<file path="src/rtl/enet_regs_pkg.sv">
package enet_regs_pkg;
  localparam int unsigned OFS_W = 5;
  localparam int unsigned BYTE_W = 8;
  typedef logic [OFS_W-1:0] ofs_t;
  typedef logic [BYTE_W-1:0] byte_t;

  localparam ofs_t OFS_RXCTL  = 5'd5;
  localparam ofs_t OFS_ISTAT  = 5'd8;
  localparam ofs_t OFS_IMASK  = 5'd9;
  localparam ofs_t OFS_BUSCFG = 5'd11;
  localparam ofs_t OFS_MACCFG = 5'd13;
  localparam ofs_t OFS_ID_LO  = 5'd16;
  localparam ofs_t OFS_ID_HI  = 5'd17;
  localparam ofs_t OFS_ADRCFG = 5'd18;
  localparam ofs_t OFS_HASHLD = 5'd20;
  localparam ofs_t OFS_STALD  = 5'd21;

  localparam int unsigned BIT_SWRST  = 0;
  localparam int unsigned BIT_HASHLD = 1;
  localparam int unsigned BIT_STALD  = 2;
  localparam int unsigned BIT_ADRCHG = 7;
endpackage

</file>
<file path="src/rtl/enet_irq_ctrl.sv">
module enet_irq_ctrl #(
  parameter int unsigned N_SRC = 8
) (
  input  logic             clk_i,
  input  logic             rst_ni,
  input  logic [N_SRC-1:0] event_i,
  input  logic             clr_i,
  input  logic             mask_we_i,
  input  logic [N_SRC-1:0] mask_d_i,
  output logic [N_SRC-1:0] stat_o,
  output logic [N_SRC-1:0] mask_o,
  output logic             irq_o
);
  logic [N_SRC-1:0] stat_q, mask_q;

  // events in the clearing cycle survive the clear
  always_ff @(posedge clk_i or negedge rst_ni) begin
    if (!rst_ni) stat_q <= '0;
    else if (clr_i) stat_q <= event_i;
    else stat_q <= stat_q | event_i;
  end

  always_ff @(posedge clk_i or negedge rst_ni) begin
    if (!rst_ni) mask_q <= '0;
    else if (mask_we_i) mask_q <= mask_d_i;
  end

  assign stat_o = stat_q;
  assign mask_o = mask_q;
  assign irq_o  = |(stat_q & ~mask_q);
endmodule

</file>
<file path="src/rtl/enet_addr_loader.sv">
module enet_addr_loader
  import enet_regs_pkg::*;
#(
  parameter int unsigned HASH_BYTES = 8,
  parameter int unsigned STA_BYTES  = 6
) (
  input  logic                         clk_i,
  input  logic                         rst_ni,
  input  logic                         cfg_we_i,
  input  logic                         hash_we_i,
  input  logic                         sta_we_i,
  input  byte_t                        wdata_i,
  output byte_t                        cfg_o,
  output logic [HASH_BYTES*BYTE_W-1:0] hash_o,
  output logic [STA_BYTES*BYTE_W-1:0]  sta_o
);
  localparam int unsigned MAX_BYTES = (HASH_BYTES > STA_BYTES) ? HASH_BYTES : STA_BYTES;
  localparam int unsigned PTR_W     = (MAX_BYTES > 1) ? $clog2(MAX_BYTES) : 1;
  localparam logic [PTR_W-1:0] HASH_LAST = PTR_W'(HASH_BYTES - 1);
  localparam logic [PTR_W-1:0] STA_LAST  = PTR_W'(STA_BYTES - 1);

  byte_t cfg_q, cfg_in;
  logic [PTR_W-1:0] ptr_q;
  byte_t hash_q [HASH_BYTES];
  byte_t sta_q  [STA_BYTES];
  logic hash_en, sta_en;

  assign hash_en = hash_we_i && cfg_q[BIT_HASHLD];
  assign sta_en  = sta_we_i  && cfg_q[BIT_STALD];

  // hash filter loading wins over station address loading
  always_comb begin
    cfg_in = wdata_i;
    if (wdata_i[BIT_HASHLD]) cfg_in[BIT_STALD] = 1'b0;
  end

  always_ff @(posedge clk_i or negedge rst_ni) begin
    if (!rst_ni) begin
      cfg_q <= '0;
      ptr_q <= '0;
    end else if (cfg_we_i) begin
      cfg_q <= cfg_in;
      if (cfg_in[BIT_HASHLD] || cfg_in[BIT_STALD]) ptr_q <= '0;
    end else if (hash_en) begin
      if (ptr_q == HASH_LAST) begin
        cfg_q[BIT_HASHLD] <= 1'b0;
        ptr_q <= '0;
      end else begin
        ptr_q <= ptr_q + 1'b1;
      end
    end else if (sta_en) begin
      if (ptr_q == STA_LAST) begin
        cfg_q[BIT_STALD] <= 1'b0;
        ptr_q <= '0;
      end else begin
        ptr_q <= ptr_q + 1'b1;
      end
    end
  end

  always_ff @(posedge clk_i or negedge rst_ni) begin
    if (!rst_ni) begin
      for (int i = 0; i < HASH_BYTES; i++) hash_q[i] <= '0;
    end else if (hash_en && !cfg_we_i) begin
      for (int i = 0; i < HASH_BYTES; i++)
        if (ptr_q == PTR_W'(i)) hash_q[i] <= wdata_i;
    end
  end

  always_ff @(posedge clk_i or negedge rst_ni) begin
    if (!rst_ni) begin
      for (int i = 0; i < STA_BYTES; i++) sta_q[i] <= '0;
    end else if (sta_en && !cfg_we_i && !hash_en) begin
      for (int i = 0; i < STA_BYTES; i++)
        if (ptr_q == PTR_W'(i)) sta_q[i] <= wdata_i;
    end
  end

  for (genvar g = 0; g < HASH_BYTES; g++) begin : g_hash_lane
    assign hash_o[g*BYTE_W +: BYTE_W] = hash_q[g];
  end
  for (genvar g = 0; g < STA_BYTES; g++) begin : g_sta_lane
    assign sta_o[g*BYTE_W +: BYTE_W] = sta_q[g];
  end

  assign cfg_o = cfg_q;
endmodule

</file>
<file path="src/rtl/enet_mac_regs.sv">
module enet_mac_regs
  import enet_regs_pkg::*;
#(
  parameter logic [15:0] DEV_ID     = 16'h0941,
  parameter int unsigned HASH_BYTES = 8,
  parameter int unsigned STA_BYTES  = 6
) (
  input  logic                         clk_i,
  input  logic                         rst_ni,
  input  logic [4:0]                   ofs_i,
  input  logic                         wr_i,
  input  logic                         rd_i,
  input  logic [7:0]                   wdata_i,
  output logic [7:0]                   rdata_o,
  input  logic [7:0]                   event_i,
  output logic                         irq_o,
  output logic                         soft_rst_o,
  output logic [7:0]                   rx_ctl_o,
  output logic [7:0]                   bus_cfg_o,
  output logic [7:0]                   mac_cfg_o,
  output logic [7:0]                   irq_mask_o,
  output logic [STA_BYTES*8-1:0]       station_addr_o,
  output logic [HASH_BYTES*8-1:0]      hash_filt_o
);
  byte_t rx_ctl_q, bus_cfg_q, mac_cfg_q, int_stat, addr_cfg;
  logic  soft_rst_q;

  logic wr_rx, wr_bus, wr_mac, wr_mask, wr_acfg, wr_hash, wr_sta, rd_stat;
  assign wr_rx   = wr_i && (ofs_i == OFS_RXCTL);
  assign wr_bus  = wr_i && (ofs_i == OFS_BUSCFG);
  assign wr_mac  = wr_i && (ofs_i == OFS_MACCFG);
  assign wr_mask = wr_i && (ofs_i == OFS_IMASK);
  assign wr_acfg = wr_i && (ofs_i == OFS_ADRCFG);
  assign wr_hash = wr_i && (ofs_i == OFS_HASHLD);
  assign wr_sta  = wr_i && (ofs_i == OFS_STALD);
  assign rd_stat = rd_i && (ofs_i == OFS_ISTAT);

  always_ff @(posedge clk_i or negedge rst_ni) begin
    if (!rst_ni) begin
      rx_ctl_q   <= 8'h01;
      bus_cfg_q  <= '0;
      mac_cfg_q  <= '0;
      soft_rst_q <= 1'b0;
    end else begin
      soft_rst_q <= wr_bus && wdata_i[BIT_SWRST];
      if (wr_rx)  rx_ctl_q  <= wdata_i;
      if (wr_mac) mac_cfg_q <= wdata_i;
      // reset request is acknowledged immediately, never stored
      if (wr_bus) bus_cfg_q <= wdata_i & ~(byte_t'(1) << BIT_SWRST);
    end
  end

  enet_irq_ctrl #(.N_SRC(BYTE_W)) i_irq (
    .clk_i     (clk_i),
    .rst_ni    (rst_ni),
    .event_i   (event_i),
    .clr_i     (rd_stat),
    .mask_we_i (wr_mask),
    .mask_d_i  (wdata_i),
    .stat_o    (int_stat),
    .mask_o    (irq_mask_o),
    .irq_o     (irq_o)
  );

  enet_addr_loader #(.HASH_BYTES(HASH_BYTES), .STA_BYTES(STA_BYTES)) i_addr (
    .clk_i     (clk_i),
    .rst_ni    (rst_ni),
    .cfg_we_i  (wr_acfg),
    .hash_we_i (wr_hash),
    .sta_we_i  (wr_sta),
    .wdata_i   (wdata_i),
    .cfg_o     (addr_cfg),
    .hash_o    (hash_filt_o),
    .sta_o     (station_addr_o)
  );

  always_comb begin
    unique case (ofs_i)
      OFS_RXCTL:  rdata_o = rx_ctl_q;
      OFS_ISTAT:  rdata_o = int_stat;
      OFS_IMASK:  rdata_o = irq_mask_o;
      OFS_BUSCFG: rdata_o = bus_cfg_q;
      OFS_MACCFG: rdata_o = mac_cfg_q;
      OFS_ID_LO:  rdata_o = DEV_ID[7:0];
      OFS_ID_HI:  rdata_o = DEV_ID[15:8];
      OFS_ADRCFG: rdata_o = addr_cfg;
      default:    rdata_o = '0;
    endcase
  end

  assign soft_rst_o = soft_rst_q;
  assign rx_ctl_o   = rx_ctl_q;
  assign bus_cfg_o  = bus_cfg_q;
  assign mac_cfg_o  = mac_cfg_q;
endmodule

</file>
<file path="config.mk">
export PLATFORM = sky130hd
export DESIGN_NAME = enet_mac_regs
export DESIGN_NICKNAME = d
export VERILOG_FILES = /design/src/rtl/enet_regs_pkg.sv /design/src/rtl/enet_irq_ctrl.sv /design/src/rtl/enet_addr_loader.sv /design/src/rtl/enet_mac_regs.sv
export SDC_FILE = /design/constraint.sdc
export NUM_CORES = 1
export LEC_CHECK = 0
export ABC_CLOCK_PERIOD_IN_PS = 1700
export CORE_MARGIN = 2
export CORE_UTILIZATION = 35
export CTS_CLUSTER_DIAMETER = 40
export DETAILED_ROUTE_END_ITERATION = 10
export SLEW_MARGIN = 20
export SYNTH_ARGS = -nofsm -noshare
export SYNTH_HDL_FRONTEND = slang
export SYNTH_SLANG_ARGS = --single-unit
export TNS_END_PERCENT = 20
</file>
<file path="constraint.sdc">
create_clock -name clk_i -period 1.7 [get_ports clk_i]
set_clock_uncertainty 0.05 [all_clocks]
set_input_delay 0.34 -clock clk_i [delete_from_list [all_inputs] [get_ports clk_i]]
set_output_delay 0.34 -clock clk_i [all_outputs]
set_load 0.005 [all_outputs]
</file>
==> run metrics <==
status finished, violations left; failing checks negative setup slack; Reg2Reg Setup Slack 0.06 ns; post-layout minimum cycle time 2.04 ns; pwr dens 911 mW/mm2; fin crit share 1.20; Post-DRT Antenna Nets 0; RR Startpoint i_addr.cfg_o[1]; Seq/Total Area, Yosys 0.594; Post-synth ARST share 1.00; Global Route Usage Sum 0.201; worst setup margin -0.340 ns; post-synth cell types 53; CP Max Fanout 5; Mapped Cells 474; global-route wire length before repair 31200 um; RSZ-0062 raised after global routing yes; Core Area 0.0193 mm2; critical path type in -> out; Peak Freq 490 MHz; Worst path most repeated cell buf_8; GRT Residual Overflow 0; Worst-Skew Late Latency 0.41 ns; layout cells sized above 1 0.456; Post-synth EDFFs 0; CTS tree yes; Placed Instance Area 0.00966 mm2; nets 771; maximum VDD drop 0.747 mV; final wirelength 20300 um; DIE AREA 0.0208 mm2; initial antenna violation count 1; # fillers 1652; clk sinks 163; design area 0.0107 mm2; Horiz. Die Dim 144 um; Post-Syn Nets 505; CP arrival 1.65 ns; starting density of the core 0.355; Setup-failing EPs final 9; pin count of the biggest net entering global routing 45; Clock transition at path regs 0.07 ns; Vias/cell 4.88; area occupied by multi-input gates 0.00276 mm2; Finished Layout Cells 1018; number of port buffers 177; DRC 0; Critical Path RT 1.31 ns; Leak 6.64 nW; Reg2Reg Depth 6; critical path endpoint category output port; Rows 51; hold crit path type in -> async; ant diodes 0; routed vias 4963; crit-path cells buf_8, or3b_4, nor3_4, buf_12, buf_8, buf_6, a22oi_2, nand3_1, buf_2; # IOs 179; critical path's slowest cell or3b_4; Synth Area per Inst 14.5 um2; synth warn 0; CTS buffer count 17; H-tree depth 4; mapped cell area 0.00687 mm2; Synth Register Bits 163; DRT iter0 DRCs 194; FF/Latch Area 0.00408 mm2; vias in the first global route 5392; Synth-to-Final Area Change 55.3%; slowest stage delay, CP 0.42 ns; routability cong. 0.940; Die Ht 144 um; max-cap violations 0; hpwl dp 14100 um; Cell Count Post-Placement 971; Synth Flop Type dfrtp_1; pins over their slew limit 0; startpoint types input pin; DR pass1 iterations 4; FF-to-FF End i_addr.hash_o[53]; routed len/inst 19.9 um; final hold viol count 0; CTS Buffer Depth 2; clock root buffer master clkbuf_16
[worst max-delay path by stage]
stage	endpoint	slack, ns	depth (start not counted)	startpoint
floorplan	i_addr.sta_o[32]	-0.05	5	wr_i
global placement	rdata_o[6]	-1.06	6	ofs_i[4]
detailed placement	rdata_o[6]	-1.09	6	ofs_i[4]
CTS	rdata_o[0]	-0.39	9	ofs_i[2]
global route	rdata_o[6]	-0.39	4	mac_cfg_o[6]
finish	rdata_o[5]	-0.34	9	ofs_i[4]
[layout make-up]
type	instances	area share
flip-flops and latches	163	0.382
inverters	14	0.00492
clock inverters	13	0.0161
multi-input cells	270	0.258
repair buffers	274	0.266
clock buffers	19	0.0415
well taps	265	0.0311
[state kept, by name, indices dropped and copies added (netlist names)]
name	flops
i_addr.hash_o	64
i_addr.sta_o	48
i_addr.cfg_o	8
i_irq.mask_o	8
i_irq.stat_o	8
mac_cfg_o	8
rx_ctl_o	8
bus_cfg_o	7
i_addr.ptr_q	3
soft_rst_o	1
[repair_timing]
item / in CTS / in global routing
pin swaps: 10 / 20
gates cloned: 1 / 0
hold buffers: 1 / 0
hold endpoints to repair: 35 / 0
setup endpoints to repair: 209 / 185
resized for setup: 121 / 113
setup buffers: 11 / 3
[synthesized netlist by cell type, drive strengths merged, types with 2 or more instances]
cell type  count  share of area
dfrtp        162           0.59
mux2         149           0.24
nand2         19          0.014
a22oi         18          0.020
buf           16          0.013
inv           14         0.0076
clkbuf        11         0.0060
nand3         11         0.0080
a21o           9         0.0098
nor2           8         0.0080
ha             6          0.011
nor3           5          0.011
o21ai          4         0.0029
o22ai          4         0.0036
a21oi          3         0.0022
and2           3         0.0027
a222oi         2         0.0029
and3           2         0.0018
nand2b         2         0.0018
nand3b         2         0.0040
nand4          2         0.0018
nand4b         2         0.0035
nor2b          2         0.0018
[placed cells by master, fill, tap and decap left out, drive strengths merged, types with 4 or more instances in the layout]
| master | synthesis | layout |
|---|---|---|
| nor3 | 5 | 5 |
| mux2 | 149 | 149 |
| inv | 14 | 19 |
| dlygate4sd2 | 0 | 47 |
| a22oi | 18 | 18 |
| dlymetal6s2s | 0 | 80 |
| o21ai | 4 | 4 |
| nand2 | 19 | 19 |
| o22ai | 4 | 4 |
| nand3 | 11 | 11 |
| buf | 16 | 110 |
| ha | 6 | 6 |
| dfrtp | 162 | 162 |
| a21o | 9 | 9 |
| clkbuf | 11 | 20 |
| nor2 | 8 | 8 |
| clkdlybuf4s50 | 0 | 35 |
| clkinv | 0 | 4 |
[critical path: cells and delay by family]
family                 cells  cell delay (ns)
and+or+nand+nor            3             0.72
buffers and inverters      5             0.55
AOI/OAI and AO/OA          1             0.04
[cells by family after synthesis]
group                      synth area share
and+or+nand+nor                      0.0746
adders and majority gates            0.0109
DFF                                   0.594
muxes                                 0.246
buffers and inverters                0.0262
AOI/OAI and AO/OA                    0.0484
other                              0.000546
[layer usage]
metal  wire length, um  part of all wire  global-route usage
met5                13           0.00064                   0
met4               326             0.016              0.0588
met3              1060             0.052              0.0510
met2             10200              0.50               0.341
met1              8680              0.43               0.254
[report_power, final]
group          total (mW)  leakage [nW]  switching (mW)  internal [mW]
logic                1.39          4.16           0.638          0.754
registers            4.34          2.18           0.211           4.13
clock network        3.99         0.301            1.61           2.38
total                9.72          6.64            2.46           7.26
[metrics by stage]
stage | hold slack [ns] | TNS (ns) | power, mW | utilization | setup WS [ns]
6_report | 0.366 | -2.53 | 9.72 | 0.552 | -0.340
5_1_grt | 0.397 | -3.15 | 10.1 | 0.552 | -0.393
4_1_cts | 0.363 | -3.52 | 9.78 | 0.537 | -0.389
3_5_place_dp | 0.240 | -107.84 | 5.85 | 0.500 | -1.09
3_3_place_gp | 0.236 | -104.88 | 5.82 | 0.500 | -1.06
2_1_floorplan | -0.00559 | -1.14 | 4.83 | - | -0.0531
(Power assumes the default switching activity.)
